File: src/rtl/tcc_pkg.sv
// Shared types for the timer capture/compare/PWM channel.
// Assumes an 8-bit control byte whose bit layout is fixed by software.
package tcc_pkg;

    typedef struct packed {
        logic       flag;      // event flag, software clears by writing 0
        logic       irq_en;    // interrupt enable
        logic       buf_sel;   // buffered compare/PWM (even channel only)
        logic       cmp_sel;   // compare/PWM select
        logic [1:0] act;       // capture edge or compare pin action
        logic       ovf_tgl;   // toggle pin on counter wrap
        logic       force_hi;  // hold pin high (100 % duty)
    } tcc_ctl_t;

    localparam logic [1:0] ACT_NONE = 2'b00;
    localparam logic [1:0] ACT_TGL  = 2'b01;  // capture: rising edge
    localparam logic [1:0] ACT_LOW  = 2'b10;  // capture: falling edge
    localparam logic [1:0] ACT_HIGH = 2'b11;  // capture: either edge

endpackage

File: src/rtl/tcc_edge_detect.sv
// Synchronizes an asynchronous pin and flags the selected edge kinds.
// Assumes STAGES >= 2; sel[0] enables rising, sel[1] falling edges.
module tcc_edge_detect #(
    parameter int STAGES = 2
) (
    input  logic       clk,
    input  logic       rst_n,
    input  logic       pin_in,
    input  logic [1:0] sel,
    output logic       evt
);
    localparam int TOP = STAGES - 1;

    logic [STAGES-1:0] sync_r;
    logic              last_r;
    logic              rise;
    logic              fall;

    // Synchronizer chain; each stage samples the one before it.
    genvar gi;
    generate
        for (gi = 0; gi < STAGES; gi++) begin : g_stage
            if (gi == 0) begin : g_first
                always_ff @(posedge clk) begin
                    if (!rst_n) sync_r[gi] <= 1'b0;
                    else        sync_r[gi] <= pin_in;
                end
            end else begin : g_next
                always_ff @(posedge clk) begin
                    if (!rst_n) sync_r[gi] <= 1'b0;
                    else        sync_r[gi] <= sync_r[gi-1];
                end
            end
        end
    endgenerate

    // Previous synchronized level for edge comparison.
    always_ff @(posedge clk) begin
        if (!rst_n) last_r <= 1'b0;
        else        last_r <= sync_r[TOP];
    end

    // Edge qualification against the selected kinds.
    always_comb begin
        rise = sync_r[TOP] & ~last_r;
        fall = ~sync_r[TOP] & last_r;
        evt  = (sel[0] & rise) | (sel[1] & fall);
    end
endmodule

File: src/rtl/tcc_value_bank.sv
// Holds the channel value, the optional partner value and the value in
// use for compare/PWM. In buffered mode the value in use reloads only on
// a wrap tick from the register written most recently.
module tcc_value_bank #(
    parameter int CNT_W    = 16,
    parameter bit HAS_PAIR = 1'b1
) (
    input  logic             clk,
    input  logic             rst_n,
    input  logic             prim_wr,
    input  logic [CNT_W-1:0] prim_wdata,
    input  logic             pair_wr,
    input  logic [CNT_W-1:0] pair_wdata,
    input  logic             cap_evt,
    input  logic [CNT_W-1:0] cap_value,
    input  logic             buffered,
    input  logic             wrap_tick,
    output logic [CNT_W-1:0] prim_q,
    output logic [CNT_W-1:0] pair_q,
    output logic [CNT_W-1:0] active,
    output logic [CNT_W-1:0] active_next
);
    logic [CNT_W-1:0] prim_r;
    logic [CNT_W-1:0] act_r;
    logic [CNT_W-1:0] candidate;
    logic             use_pair;

    // Own value register: capture has priority over a software write.
    always_ff @(posedge clk) begin
        if (!rst_n)       prim_r <= '0;
        else if (cap_evt) prim_r <= cap_value;
        else if (prim_wr) prim_r <= prim_wdata;
    end

    generate
        if (HAS_PAIR) begin : g_pair
            logic [CNT_W-1:0] pair_r;
            logic             last_pair_r;

            // Partner value register.
            always_ff @(posedge clk) begin
                if (!rst_n)       pair_r <= '0;
                else if (pair_wr) pair_r <= pair_wdata;
            end

            // Remembers which register software touched last.
            always_ff @(posedge clk) begin
                if (!rst_n)                  last_pair_r <= 1'b0;
                else if (prim_wr || cap_evt) last_pair_r <= 1'b0;
                else if (pair_wr)            last_pair_r <= 1'b1;
            end

            assign pair_q   = pair_r;
            assign use_pair = last_pair_r;
        end else begin : g_solo
            assign pair_q   = '0;
            assign use_pair = 1'b0;
        end
    endgenerate

    // Value in use: tracks own register unbuffered, reloads at wrap buffered.
    always_ff @(posedge clk) begin
        if (!rst_n)         act_r <= '0;
        else if (!buffered) act_r <= prim_r;
        else if (wrap_tick) act_r <= candidate;
    end

    // Selection of the next and current value in use.
    always_comb begin
        candidate   = use_pair ? pair_q : prim_r;
        prim_q      = prim_r;
        active      = buffered ? act_r : prim_r;
        if (!buffered)      active_next = prim_r;
        else if (wrap_tick) active_next = candidate;
        else                active_next = act_r;
    end

    assert_buf_hold_R9: assert property (@(posedge clk) disable iff (!rst_n)
        (buffered && !wrap_tick) |=> $stable(act_r));
endmodule

File: src/rtl/tcc_pin_ctrl.sv
// Output side of the channel: compare match detection, compare pin actions,
// toggle on wrap, edge-aligned PWM and the force-high override.
// Assumes the counter value changes only on ticks.
module tcc_pin_ctrl #(
    parameter int CNT_W = 16
) (
    input  logic             clk,
    input  logic             rst_n,
    input  logic             cmp_mode,
    input  logic [1:0]       act,
    input  logic             ovf_tgl,
    input  logic             force_hi,
    input  logic             tmr_tick,
    input  logic             tmr_wrap,
    input  logic [CNT_W-1:0] tmr_count,
    input  logic [CNT_W-1:0] active,
    input  logic [CNT_W-1:0] active_next,
    output logic             match_evt,
    output logic             pin_out,
    output logic             pin_oe
);
    import tcc_pkg::*;

    localparam int EXT_W = CNT_W + 1;

    logic             drive;
    logic             pwm;
    logic             hit;
    logic             hit_early;
    logic             wrap_tick;
    logic [EXT_W-1:0] count_plus;
    logic             pin_q;
    logic             pin_d;

    // Mode decode and match detection.
    always_comb begin
        drive      = cmp_mode && (act != ACT_NONE);
        pwm        = drive && ovf_tgl && (act == ACT_LOW);
        wrap_tick  = tmr_tick && tmr_wrap;
        hit        = tmr_tick && (tmr_count == active);
        count_plus = {1'b0, tmr_count} + EXT_W'(1);
        hit_early  = tmr_tick && (count_plus == {1'b0, active});
        match_evt  = cmp_mode && hit;
    end

    // Next pin level from the configured action.
    always_comb begin
        pin_d = pin_q;
        if (!drive) begin
            pin_d = 1'b0;
        end else if (pwm) begin
            if (wrap_tick)      pin_d = (active_next != '0);
            else if (hit_early) pin_d = 1'b0;
        end else if (hit) begin
            case (act)
                ACT_TGL:  pin_d = ~pin_q;
                ACT_LOW:  pin_d = 1'b0;
                ACT_HIGH: pin_d = 1'b1;
                default:  pin_d = pin_q;
            endcase
        end else if (wrap_tick && ovf_tgl) begin
            pin_d = ~pin_q;
        end
    end

    // Pin level register.
    always_ff @(posedge clk) begin
        if (!rst_n) pin_q <= 1'b0;
        else        pin_q <= pin_d;
    end

    // Output with force-high override.
    always_comb begin
        pin_oe  = drive;
        pin_out = drive && (force_hi || pin_q);
    end

    assert_set_on_match_R5: assert property (@(posedge clk) disable iff (!rst_n)
        (drive && !pwm && hit && act == ACT_HIGH) |=> pin_q);

    assert_zero_width_R7: assert property (@(posedge clk) disable iff (!rst_n)
        (pwm && wrap_tick && active_next == '0) |=> !pin_q);
endmodule

File: src/rtl/tcc_channel.sv
// One timer channel: control byte with event flag, capture input path,
// value bank and compare/PWM output. The shared counter is external.
// Assumes tmr_wrap is high only while tmr_count equals the modulo value.
module tcc_channel #(
    parameter int CNT_W       = 16,
    parameter bit HAS_PAIR    = 1'b1,
    parameter int SYNC_STAGES = 2
) (
    input  logic             clk,
    input  logic             rst_n,
    input  logic             tmr_tick,
    input  logic [CNT_W-1:0] tmr_count,
    input  logic             tmr_wrap,
    input  logic             ctl_wr,
    input  logic [7:0]       ctl_wdata,
    output logic [7:0]       ctl_rdata,
    input  logic             val_wr,
    input  logic [CNT_W-1:0] val_wdata,
    output logic [CNT_W-1:0] val_rdata,
    input  logic             pair_wr,
    input  logic [CNT_W-1:0] pair_wdata,
    output logic [CNT_W-1:0] pair_rdata,
    input  logic             pin_in,
    output logic             pin_out,
    output logic             pin_oe,
    output logic             irq_req
);
    import tcc_pkg::*;

    tcc_ctl_t         ctl_q;
    tcc_ctl_t         wr_ctl;
    logic             cap_mode;
    logic             cmp_mode;
    logic [1:0]       cap_sel;
    logic             cap_evt;
    logic             match_evt;
    logic             set_evt;
    logic             wrap_tick;
    logic [CNT_W-1:0] active;
    logic [CNT_W-1:0] active_next;

    // Mode decode and event collection.
    always_comb begin
        wr_ctl    = tcc_ctl_t'(ctl_wdata);
        cmp_mode  = ctl_q.cmp_sel || ctl_q.buf_sel;
        cap_mode  = !cmp_mode;
        cap_sel   = cap_mode ? ctl_q.act : ACT_NONE;
        wrap_tick = tmr_tick && tmr_wrap;
        set_evt   = cap_evt || match_evt;
    end

    // Control byte: configuration fields written directly, flag set by events.
    always_ff @(posedge clk) begin
        if (!rst_n) begin
            ctl_q <= '0;
        end else begin
            if (ctl_wr) begin
                ctl_q.irq_en   <= wr_ctl.irq_en;
                ctl_q.buf_sel  <= HAS_PAIR ? wr_ctl.buf_sel : 1'b0;
                ctl_q.cmp_sel  <= wr_ctl.cmp_sel;
                ctl_q.act      <= wr_ctl.act;
                ctl_q.ovf_tgl  <= wr_ctl.ovf_tgl;
                ctl_q.force_hi <= wr_ctl.force_hi;
            end
            if (set_evt)                      ctl_q.flag <= 1'b1;
            else if (ctl_wr && !wr_ctl.flag)  ctl_q.flag <= 1'b0;
        end
    end

    tcc_edge_detect #(
        .STAGES (SYNC_STAGES)
    ) u_edge (
        .clk    (clk),
        .rst_n  (rst_n),
        .pin_in (pin_in),
        .sel    (cap_sel),
        .evt    (cap_evt)
    );

    tcc_value_bank #(
        .CNT_W    (CNT_W),
        .HAS_PAIR (HAS_PAIR)
    ) u_bank (
        .clk         (clk),
        .rst_n       (rst_n),
        .prim_wr     (val_wr),
        .prim_wdata  (val_wdata),
        .pair_wr     (pair_wr),
        .pair_wdata  (pair_wdata),
        .cap_evt     (cap_evt),
        .cap_value   (tmr_count),
        .buffered    (ctl_q.buf_sel),
        .wrap_tick   (wrap_tick),
        .prim_q      (val_rdata),
        .pair_q      (pair_rdata),
        .active      (active),
        .active_next (active_next)
    );

    tcc_pin_ctrl #(
        .CNT_W (CNT_W)
    ) u_pin (
        .clk         (clk),
        .rst_n       (rst_n),
        .cmp_mode    (cmp_mode),
        .act         (ctl_q.act),
        .ovf_tgl     (ctl_q.ovf_tgl),
        .force_hi    (ctl_q.force_hi),
        .tmr_tick    (tmr_tick),
        .tmr_wrap    (tmr_wrap),
        .tmr_count   (tmr_count),
        .active      (active),
        .active_next (active_next),
        .match_evt   (match_evt),
        .pin_out     (pin_out),
        .pin_oe      (pin_oe)
    );

    // Read data and interrupt request.
    always_comb begin
        ctl_rdata = ctl_q;
        irq_req   = ctl_q.flag && ctl_q.irq_en;
    end

    assert_capture_flags_R4: assert property (@(posedge clk) disable iff (!rst_n)
        cap_evt |=> ctl_q.flag);

    assert_flag_clear_R3: assert property (@(posedge clk) disable iff (!rst_n)
        (ctl_wr && !ctl_wdata[7] && !set_evt) |=> !ctl_q.flag);
endmodule

File: config.mk
export PLATFORM = sky130hd
export DESIGN_NAME = tcc_channel
export DESIGN_NICKNAME = d
export VERILOG_FILES = /design/src/rtl/tcc_pkg.sv /design/src/rtl/tcc_edge_detect.sv /design/src/rtl/tcc_value_bank.sv /design/src/rtl/tcc_pin_ctrl.sv /design/src/rtl/tcc_channel.sv
export SDC_FILE = /design/constraint.sdc
export NUM_CORES = 1
export LEC_CHECK = 0
export BUFFER_PORTS_ARGS = -buffer_cell sky130_fd_sc_hd__buf_2
export CELL_PAD_IN_SITES_DETAIL_PLACEMENT = 0
export CELL_PAD_IN_SITES_GLOBAL_PLACEMENT = 1
export CORE_ASPECT_RATIO = 1.4
export CORE_UTILIZATION = 40
export CTS_CLUSTER_SIZE = 20
export DETAILED_ROUTE_END_ITERATION = 16
export PLACE_DENSITY_LB_ADDON = 0.3
export SETUP_SLACK_MARGIN = 0.5
export SLEW_MARGIN = 20
export SYNTH_ARGS = -nofsm -noshare
export SYNTH_HDL_FRONTEND = slang
export SYNTH_HIERARCHICAL = 1
export SYNTH_SLANG_ARGS = --single-unit
File: constraint.sdc
create_clock -name clk -period 3.1 [get_ports clk]
set_input_delay 0.93 -clock clk [delete_from_list [all_inputs] [get_ports clk]]
set_output_delay 0.93 -clock clk [all_outputs]
set_load 0.02 [all_outputs]
Word-level counts from Yosys, hierarchy flattened --
Cells that the tools add are included. Widths: inputs -> output; s select.
Cells by class: add/subtract/negate cells 1, equality and inequality tests 7, multiplexer cells 15, bitwise gates (word level) 9, reductions and logical operators 24
Operators with widths (number):
- $mux 16 | 6
- $add 16x1->17 const B | 1
- $eq 17x16->1 | 1
- $eq 16x16->1 | 1
- $reduce_bool 16->1 | 1
- $logic_and 1x1->1 | 11
- $mux 1 | 7
- $reduce_bool 2->1 | 3
- $ne 5x4->1 const B | 1
- $and 1x1->1 | 4
- $eq 2x2->1 const B | 2
- $logic_or 1x1->1 | 4
- $not 1->1 | 4
- $ne 3x3->1 const B | 1
- $pmux 1 s3 | 1
- $reduce_and 3->1 | 1
- $reduce_bool 3->1 | 1
- $eq 2x1->1 const B | 1
- $mux 2 | 1
- $reduce_and 2->1 | 1
- $reduce_or 2->1 | 1
- $logic_not 1->1 | 1
- $or 1x1->1 | 1
Storage, ports and cells: flip-flop bits (word level) 61, input port bits 64, output and inout port bits 43

Longest topological paths before layout --
Gate-level depths: netlist of run 1.
depth in word-level cells 6, gate-level depth with buffers 12, mapped depth without buffers 9

By module --
Netlist of run 1, hierarchy kept.
By module, submodules not included:
- tcc_value_bank | instances 1, cells an instance 237, area an instance 2483.6 µm², sequential area each 980.9 µm²
- tcc_pin_ctrl | instances 1, cells an instance 129, area an instance 970.9 µm², sequential area each 20.0 µm²
- tcc_channel | instances 1, cells an instance 34, area an instance 339.1 µm², sequential area each 160.2 µm²
- tcc_edge_detect | instances 1, cells an instance 9, area an instance 100.1 µm², sequential area each 60.1 µm²

Worst setup path before layout of run 1 --
Ideal clock, no wire load.
path type reg-to-reg, from register ctl_q, in the netlist ctl_rdata[5], to register u_pin.pin_q, setup time 0.123 ns, data arrival time 2.789 ns, path slack 0.188 ns, cell stages (with the launch flop) 11, path buffers 2, clock period less this slack 2.912 ns, cell sequence dfxtp_1 buf_4 buf_2 mux2_2 xor2_1 nor4_1 and3_1 and3_1 mux2_2 a31oi_1 mux2_1
On the way: elaborated cells between the ends (all ways) 19, those cells by class eq/ne: 4; mux: 5; reduce/logical: 10
RTL lines:
- start: declaration | RTL line tcc_channel.sv:30 | tcc_ctl_t ctl_q;
- $mux 16 (*) | RTL line tcc_value_bank.sv:72 | active = buffered ? act_r : prim_r;
- via active[7] | RTL line tcc_channel.sv:39 | logic [CNT_W-1:0] active;
- $eq 16x16->1 / $eq 17x16->1 (equally long branches) | RTL line tcc_pin_ctrl.sv:40, tcc_pin_ctrl.sv:42
- $logic_and 1x1->1, on equally long branches | RTL line tcc_pin_ctrl.sv:40, tcc_pin_ctrl.sv:42
- $ne 5x4->1 (no line) (tied with other cells)
- $reduce_and 3->1 (no line) / $mux 1 (equally long branches)
- end signal: assignment | RTL line tcc_pin_ctrl.sv:69 | else pin_q <= pin_d;
- end: declaration | RTL line tcc_pin_ctrl.sv:32 | logic pin_q;
The timed path passes the listed nets; every way through them passes the cells marked *. A chain may end at the register's enable or synchronous reset.

Worst setup path in the final report of run 1 --
Same ends and word-level chain as after synthesis.

==> flow_summary.yaml, run 1 <==
run_status:
  outcome: "completed"
setup_path:
  crit_path_start: "ctl_rdata[5]"
  critical_path_class: "register to register"
  crit_path_frequent_cell: "mux2_4"
  slowest_delay_ns: 0.37
  cp-start-kind: "register"
  end_kind: "register"
  rr_startpoint: "ctl_rdata[5]"
  cp.arrival_ns: 2.86
  path_max_fanout: 6
  cp.required_ns: 3.32
  crit_chain: "buf_6 -> mux2_4 -> xor2_1 -> nor4_1 -> and3_1 -> and3_4 -> mux2_4 -> a31oi_4 -> mux2_4"
  critical-path-slowest-cell: "dfxtp_4"
drt:
  drt_iter0_markers: 143
  antenna_left: 0
  wl_per_cell_um: 18.04
  wl_um: 11510
  vias_per_cell: 5.632
  num_vias: 3593
  drcViolationCount: 0
  drt-pass1-iter-count: 7
grt:
  grt_max_degree: 50
  grt_pass1_wl_um: 18050
  grt_pass1_vias: 3468
  antenna_found_initial: 0
  track_usage_pct: 23.15
  overflow: 0
layout:
  fillCellCount: 895
  multi_input_area_sq_um: 2741
  regArea_sq_um: 1226
  diodes: 0
  finalNonFillerCells: 638
  area_growth_pct: 35.48
  finalNetCount: 591
  layout-drive-gt1-share_pct: 46.59
sta:
  fmax_mhz: 378.6
  hold_viol: 0
  period_share_pct: 85.21
  relSlewSlack_pct: 60.16
  holdWs_ns: 0.4335
  slew_violations: 0
  tns_ns: 0
  rsz0062_at_grt: "true"
  period_minus_slack_ns: 2.642
  setup_violations: 0
  worst_pin_slew_ns: 0.5976
  setup_slack_ns: 0.4584
  fin_skew_ns: 0.007420
synth:
  netlist_area_sq_um: 3894
  ys_ff_latch: 61
  seq_area_frac_synth_pct: 31.36
  avgSynthCellArea_sq_um: 9.520
  yosys_warnings: 6
  syn_nets: 477
  synthCells: 409
  ys_types: 63
clocking:
  htree_levels: 3
  root_buffer: "clkbuf_16"
  clkTransAtPathRegs_ns: 0.06
  cts_buffer_depth: 2
  clock_sinks: 61
  clk_latency_ns: 0.33
  cts_buffers: 9
  cts_tree: "built"
floorplanning:
  die-area_sq_um: 10140
  std_cell_rows: 42
  initial_core_util_pct: 41.16
  core_sq_um: 9459
  io_pins: 107
  die_x_um: 85.39
  die_y_um: 118.7
power_and_ir_drop:
  power_leakage_nw: 2.236
  ir_drop_v: 0.0002551
  power_density_nw_per_um2: 495.9
  finalPower_mw: 2.616
job:
  cap_violations: 0
place:
  dpl.hpwl_um: 8215
  pre_cts_ws_ns: 0.1051
  place_inst: 611
  io_buffers: 106
  place.gp.congestion: 0.9572
hold_path:
  holdCritStartpoint: "u_edge/sync_r[0]"
  hp-class: "register to register"
==> sequential cells by signal (all words and copies together) (netlist names) <==
register / flops
u_bank/act_r: 16
u_bank/pair_q: 16
u_bank/prim_q: 16
ctl_rdata: 8
u_edge/sync_r: 2
u_bank/g_pair.last_pair_r: 1
u_edge/last_r: 1
u_pin/pin_q: 1
==> metal layers <==
layer | up-vias | track usage [%] | part of all wire, %
met1 | 1707 | 28.61 | 42
met4 | 0 | 8.750 | 3.2
li1 | 1738 | - | -
met5 | - | 0 | 0
met2 | 126 | 39.52 | 50
met3 | 22 | 4.399 | 5.0
==> logic make-up (layout without fill, tap and decap cells) <==
family,count (synthesis),after routing,share of synthesized area [%]
compound gates,96,96,18.28
xor+xnor,27,27,6.073
fa+ha+maj,4,4,1.285
buf+inv,36,154,5.944
flops,61,61,31.36
mux,74,74,21.02
simple gates,111,112,16.03
==> worst paths after layout <==
path | end | slack (ns) | cells past startpoint
max | u_pin/pin_q | 0.46 | 9
min | u_edge/sync_r[1] | 0.43 | 1
max reg2reg | u_pin/pin_q | 0.46 | 9
min reg2reg | u_edge/sync_r[1] | 0.43 | 1
==> cells in the mapped netlist, drive strengths merged <==
cell | n | area (sq um)
dfxtp | 61 | 1221
nor2 | 41 | 153.9
mux2i | 39 | 390.4
a21oi | 35 | 212.7
mux2 | 35 | 427.9
buf | 21 | 171.4
xnor2 | 19 | 166.4
a211oi | 18 | 185.2
o22ai | 16 | 100.1
nor4 | 10 | 77.57
nand2 | 9 | 41.29
nand4 | 9 | 71.32
nor2b | 9 | 56.30
inv | 8 | 30.03
xor2 | 8 | 70.07
clkbuf | 7 | 30.03
and2 | 6 | 38.79
nand3 | 6 | 35.03
o21ai | 6 | 33.78
and3 | 5 | 31.28
ha | 4 | 50.05
nor3 | 4 | 25.02
a31oi | 3 | 18.77
nand2b | 3 | 18.77
o211ai | 3 | 22.52
or2 | 3 | 18.77
a2111oi | 2 | 23.77
a211o | 2 | 18.77
nand3b | 2 | 15.01
nor4b | 2 | 23.77
o21a | 2 | 15.01
a21boi | 1 | 7.510
a311o | 1 | 10.01
a41o | 1 | 10.01
a41oi | 1 | 8.760
and4 | 1 | 10.01
o2111a | 1 | 11.26
o2bb2ai | 1 | 8.760
o31a | 1 | 8.760
o31ai | 1 | 7.510
o41ai | 1 | 8.760
or4 | 1 | 7.510
==> layout make-up <==
| type | count | area share [%] |
|---|---|---|
| well taps | 110 | 2.609 |
| inverters | 8 | 0.5693 |
| clock buffers | 12 | 5.266 |
| repair buffers | 130 | 14.90 |
| clock inverters | 4 | 1.447 |
| flip-flops and latches | 61 | 23.24 |
| multi-input cells | 313 | 51.97 |
==> timing repair <==
item | 4_1_cts | 5_1_grt
cloned | 1 | 0
setup endpoints to repair | 3 | 2
gates resized for setup | 21 | 19
pin swaps | 11 | 10
buffers inserted | 10 | 0
hold buffers | 0 | 0
==> stage by stage <==
step	instance area [sq um]	utilization (%)
final	5275	55.77
after detailed placement	4577	48.39
after global placement	4577	48.39
after CTS	5176	54.72
after floorplan	4003	-
after global routing	5275	55.77
==> cell usage in the layout, fill, tap and decap left out, types with 6 or more instances in the layout <==
cell type  Yosys  routed
buf_2          7     100
dfxtp_1       61      59
nor2_1        41      41
mux2i_1       39      39
a21oi_1       25      23
mux2_2        25      22
buf_4          6      20
xnor2_1       19      14
mux2_4         9      13
clkbuf_16      0      10
a211oi_2      10      10
inv_1          8       8
nor2b_1        9       8
nand2_1        8       8
o22ai_2        0       8
a211oi_1       8       8
nand4_1        8       8
o22ai_1       16       7
xor2_1         8       7
a21oi_4        0       6
a21oi_2       10       6
==> worst max-delay path, delay by kind of cell (launching register included) <==
family,cells,cell delay [ns]
multiplexers,3,0.95
XOR/XNOR,1,0.19
flip-flops,1,0.37
buffers and inverters,1,0.14
AO/OA/AOI/OAI,1,0.14
AND/OR/NAND/NOR,3,0.73
==> where the power goes <==
part / switching (mW) / internal [mW] / total, mW
logic: 0.305 / 0.259 / 0.564
clock network: 0.370 / 0.797 / 1.17
registers: 0.0517 / 0.833 / 0.885
total: 0.727 / 1.89 / 2.62
Power figures use the tool's default switching activity.
==> run 2: changes to the inputs <==
--- a/config.mk
+++ b/config.mk
@@ -9,7 +9,7 @@
 export CELL_PAD_IN_SITES_DETAIL_PLACEMENT = 0
 export CELL_PAD_IN_SITES_GLOBAL_PLACEMENT = 1
 export CORE_ASPECT_RATIO = 1.4
-export CORE_UTILIZATION = 40
+export CORE_UTILIZATION = 36
 export CTS_CLUSTER_SIZE = 20
 export DETAILED_ROUTE_END_ITERATION = 16
 export PLACE_DENSITY_LB_ADDON = 0.3
==> constraint.sdc (replaced) <==
create_clock -name clk -period 2.16 [get_ports clk]
set_input_delay 0.648 -clock clk [delete_from_list [all_inputs] [get_ports clk]]
set_output_delay 0.648 -clock clk [all_outputs]
set_load 0.02 [all_outputs]
==> flow_summary.yaml, run 2 (synthesized netlist as in run 1, its figures left out) <==
setup_path:
  worstRegToRegCells: 10
  cp.required_ns: 2.38
  cp.arrival_ns: 2.88
  critical_path_class: "register to register"
  end_kind: "register"
  cp-start-kind: "register"
  path_max_fanout: 4
place:
  pre_cts_ws_ns: -0.7337
  place.gp.congestion: 0.9024
  dpl.hpwl_um: 9509
  io_buffers: 106
grt:
  grt_pass1_vias: 3986
  overflow: 0
  antenna_found_initial: 0
  grt_max_degree: 50
  track_usage_pct: 23.13
  grt_pass1_wl_um: 20500
power_and_ir_drop:
  ir_drop_v: 0.0003630
  switching_share_pct: 28.75
  power_frac_clock_pct: 39.6
  power_leakage_nw: 2.675
  seqPwrFrac_pct: 33.7
  power_density_nw_per_um2: 622.3
  p_int_mw: 2.640
  p_sw_mw: 1.065
  finalPower_mw: 3.705
  power_frac_comb_pct: 26.7
sta:
  fmax_mhz: 375.3
  hold_viol: 0
  setup_slack_ns: -0.5046
  worst_pin_slew_ns: 0.5450
  slew_violations: 0
  tns_ns: -1.236
  relSlewSlack_pct: 63.66
  fin_skew_ns: 0.005233
  period_share_pct: 123.4
  holdWs_ns: 0.4546
  setup_violations: 13
  rsz0062_at_grt: "true"
  period_minus_slack_ns: 2.665
floorplanning:
  core_sq_um: 10460
  die-area_sq_um: 11240
  die_x_um: 89.90
  std_cell_rows: 44
  die_y_um: 125.1
  io_pins: 107
  initial_core_util_pct: 37.22
drt:
  drcViolationCount: 0
  antenna_left: 0
  drt_iter0_markers: 165
  drt-pass1-iter-count: 4
  wl_um: 12770
  num_vias: 3964
  wl_per_cell_um: 16.80
  vias_per_cell: 5.216
clocking:
  cts_buffers: 9
  clkTransAtPathRegs_ns: 0.06
  cts_buffer_depth: 2
  clock_sinks: 61
  clk_latency_ns: 0.33
  postCtsHoldBufs: 0
  root_buffer: "clkbuf_16"
  cts_tree: "built"
  htree_levels: 3
layout:
  diodes: 0
  utilization_pct: 56.91
  final_cell_mix: "buf_4, buf_2, dfxtp_1, mux2i_1, nor2_1"
  fillCellCount: 958
  finalNetCount: 685
  layout-drive-gt1-share_pct: 53.22
  layout_commonest_cell: "buf_4"
  area_growth_pct: 52.89
job:
  cap_violations: 0
hold_path:
  hp-class: "register to register"
  hold_depth: 1
run_status:
  violations: "setup timing"
  outcome: "finished, violations left"
## run 2: worst paths after layout
kind                                       start  slack (ns)          endpoint
worst min register to register  u_edge/sync_r[0]        0.45  u_edge/sync_r[1]
worst min-delay path            u_edge/sync_r[0]        0.45  u_edge/sync_r[1]
worst max-delay path                ctl_rdata[5]       -0.50       u_pin/pin_q
worst max register to register      ctl_rdata[5]       -0.50       u_pin/pin_q
## run 2: critical path, cell delays in order (launching register included)
cell	delay, ns
dfxtp_4	0.40
buf_12	0.12
buf_4	0.12
mux2_2	0.36
xnor2_1	0.22
nand4_1	0.15
nor2_2	0.18
and3_4	0.21
mux2_4	0.30
a31oi_1	0.14
mux2_1	0.34
## run 2: repair_timing
action                                 CTS  global route
endpoints found under the hold margin    0             0
setup endpoints to repair               21            24
resized for setup                       24            11
setup buffers                           10             2
gates cloned                             2             0
pin swaps                                5             6
## run 2: per-layer routing
metal | GRT usage [%] | part of all wire (%) | vias up | wire length [um]
met2 | 40.23 | 51 | 120 | 6575
met1 | 26.42 | 40 | 1877 | 5150
met3 | 2.616 | 3.1 | 40 | 398
met5 | 0 | 0 | - | 0
li1 | - | - | 1927 | -
met4 | 15.94 | 5.1 | 0 | 646
## run 2: power groups by stage
stage	Combinational, mW	Clock (mW)	Sequential (mW)
after floorplan	0.462	0	1.32
after global placement	0.907	0	1.27
after detailed placement	0.922	0	1.27
after CTS	0.977	1.49	1.25
after global routing	1.06	1.55	1.26
final	0.988	1.47	1.25
## run 2: layout make-up
| cell class | instances | area (sq um) | share of cell area (%) |
|---|---|---|---|
| Timing Repair Buffer | 225 | 1603 | 26.92 |
| Multi-Input combinational cell | 312 | 2603 | 43.72 |
| Tap cell | 138 | 172.7 | 2.900 |
| Clock buffer | 14 | 295.3 | 4.960 |
| Sequential cell | 61 | 1235 | 20.74 |
| Clock inverter | 2 | 12.51 | 0.2102 |
| Inverter | 8 | 32.53 | 0.5464 |
## run 2: through the flow
step | instances | area (sq um)
after floorplan | 409 | 4003
after detailed placement | 730 | 5341
after global routing | 760 | 5953
after CTS | 758 | 5897
after global placement | 730 | 5341
final | 760 | 5953
==> run 3: changes to the inputs <==
--- a/config.mk
+++ b/config.mk
@@ -5,11 +5,12 @@
 export SDC_FILE = /design/constraint.sdc
 export NUM_CORES = 1
 export LEC_CHECK = 0
+export ABC_AREA = 1
 export BUFFER_PORTS_ARGS = -buffer_cell sky130_fd_sc_hd__buf_2
 export CELL_PAD_IN_SITES_DETAIL_PLACEMENT = 0
 export CELL_PAD_IN_SITES_GLOBAL_PLACEMENT = 1
 export CORE_ASPECT_RATIO = 1.4
-export CORE_UTILIZATION = 36
+export CORE_UTILIZATION = 33
 export CTS_CLUSTER_SIZE = 20
 export DETAILED_ROUTE_END_ITERATION = 16
 export PLACE_DENSITY_LB_ADDON = 0.3
==> flow_summary.yaml, run 3 <==
run_status:
  outcome: "finished, violations left"
  violations: "DRC"
grt:
  overflow: 0
  grt_pass1_vias: 4724
  grt_pass1_wl_um: 23230
  grt_max_degree: 25
  antenna_found_initial: 0
  track_usage_pct: 22.46
sta:
  period_share_pct: 96.89
  relSlewSlack_pct: 75.29
  fin_skew_ns: 0.004221
  setup_violations: 0
  hold_viol: 0
  fmax_mhz: 477.8
  rsz0062_at_grt: "true"
  slew_violations: 0
  period_minus_slack_ns: 2.093
  worst_pin_slew_ns: 0.3706
  tns_ns: 0
power_and_ir_drop:
  finalPower_mw: 3.816
  power_density_nw_per_um2: 590.2
  ir_drop_v: 0.0004861
  power_leakage_nw: 3.276
synth:
  synth_top_family_by_area: "simple AND/OR/NAND/NOR gates"
  async_reset_ff_share_pct: 0
  synthTopCellsByCount: "nand2_1, inv_1, dfxtp_1"
  synthXorXnorAreaFrac_pct: 2.279
  synth_area_leaders: "dfxtp_1, nand2_1, inv_1"
  netlist_area_sq_um: 4228
  seq_area_frac_synth_pct: 28.88
  synthCells: 688
  synth_edf_count: 0
  yosysMostFrequentCell: "nand2_1"
  avgSynthCellArea_sq_um: 6.145
  synthSimpleGateAreaFrac_pct: 44.81
  ys_types: 36
  syn_nets: 756
  yosysTopAreaCell: "dfxtp_1"
  ys.flop_type: "dfxtp_1"
  ys_ff_latch: 61
  synth_top_area_share_pct: 28.88
  yosys_warnings: 6
  synth_mux_area_share_pct: 0
  synthAdderAreaFrac_pct: 1.184
  synth-compound-area-share_pct: 10.36
hold_path:
  hp-class: "register to register"
  holdCritStartpoint: "u_edge/sync_r[0]"
layout:
  layout-drive-gt1-share_pct: 43.32
  diodes: 0
  finalNetCount: 931
  layout_commonest_cell: "nand2_1"
  final_cell_mix: "nand2_1, buf_2, inv_1, buf_4, nand2_2"
  area_growth_pct: 52.94
clocking:
  postCtsHoldBufs: 0
  clk_latency_ns: 0.33
  htree_levels: 3
  cts_tree: "built"
  cts_buffer_depth: 2
  root_buffer: "clkbuf_16"
  clkTransAtPathRegs_ns: 0.06
  cts_buffers: 9
  clock_sinks: 61
drt:
  drt-pass1-iter-count: 10
  drcViolationCount: 10
  wl_um: 14610
  antenna_left: 0
  drt_iter0_markers: 178
  vias_per_cell: 4.729
  wl_per_cell_um: 14.35
  num_vias: 4814
floorplanning:
  io_pins: 107
  initial_core_util_pct: 34.01
  die_y_um: 135.9
  die-area_sq_um: 13270
  core_sq_um: 12430
  die_x_um: 97.66
  std_cell_rows: 48
setup_path:
  cp-start-kind: "register"
  rr_startpoint: "ctl_rdata[5]"
  crit_path_start: "ctl_rdata[5]"
  cp.arrival_ns: 1.44
  cp.required_ns: 1.51
  critical_path_class: "register to primary output"
  end_kind: "primary output"
  path_max_fanout: 6
place:
  io_buffers: 106
  place.gp.congestion: 0.9030
  dpl.hpwl_um: 11210
job:
  cap_violations: 0
## run 3: changes by cell type in the layout (fill, tap and decap cells not counted), sizes merged, moves of 4 or more
cell	before	now
mux2	35	0
inv	8	92
mux2i	39	0
and2	6	0
nor2b	9	0
o22ai	16	0
nand3	6	58
and3	5	1
buf	225	184
o21ai	6	37
a211oi	18	0
nand2	9	284
xnor2	19	5
nor2	41	63
## run 3: per-stage QoR
step / hold slack (ns) / cell area (sq um) / cells / setup WS, ns / utilization [%]
6_report: 0.4131 / 6466 / 1018 / 0.06725 / 52.01
5_1_grt: 0.4616 / 6466 / 1018 / 0.0008547 / 52.01
4_1_cts: 0.4167 / 6035 / 1012 / 0.05479 / 48.54
3_5_place_dp: 0.4004 / 5295 / 976 / -0.2597 / 42.59
3_3_place_gp: 0.4029 / 5295 / 976 / -0.2095 / 42.59
2_1_floorplan: 0.3900 / 4310 / 688 / 0.2811 / -
## run 3: worst paths after layout
path                       to  slack [ns]  cells past startpoint
max                   pin_out        0.07                      7
min          u_edge/sync_r[1]        0.41                      2
max reg2reg      ctl_rdata[7]        0.12                     11
min reg2reg  u_edge/sync_r[1]        0.41                      2
## run 3: logic make-up (layout without fill, tap and decap cells)
| kind of cell | after synthesis | count (layout) |
|---|---|---|
| AND/OR/NAND/NOR | 425 | 426 |
| buffers and inverters | 115 | 294 |
| AO/OA/AOI/OAI | 72 | 72 |
| flip-flops | 61 | 61 |
| XOR/XNOR | 11 | 11 |
| adder cells (fa/ha/maj) | 4 | 4 |
## run 3: metal layers
layer	wire, um	up-vias	GRT usage [%]
met5	0	-	0
met4	551	0	10.44
met3	575	35	3.239
met2	7796	125	42.71
met1	5683	2162	24.38
li1	-	2492	-
## run 3: what timing repair did
action	in CTS	in global routing
cloned	3	0
resized for setup	65	92
pin swaps	25	39
setup buffers	17	6
hold endpoints to repair	0	0
setup endpoints to repair	22	24
## run 3: where the power goes
group          switching [mW]  internal (mW)  total [mW]
logic                   0.611          0.425        1.04
registers              0.0568           1.19        1.25
clock network           0.520           1.01        1.53
total                    1.19           2.63        3.82
## run 3: worst max-delay path, stage by stage (launching register included)
cell	delay (ns)
dfxtp_4	0.39
buf_12	0.15
or2_4	0.26
inv_4	0.07
nor2_4	0.04
inv_2	0.06
nor2_2	0.03
buf_6	0.12
## run 3: final cells by class
class / instances / area, sq um
Fill cell: 1235 / 5966
Multi-Input combinational cell: 513 / 3090
Timing Repair Buffer: 184 / 1247
Sequential cell: 61 / 1232
Inverter: 94 / 399.1
Clock buffer: 12 / 236.5
Tap cell: 150 / 187.7
Clock inverter: 4 / 72.57
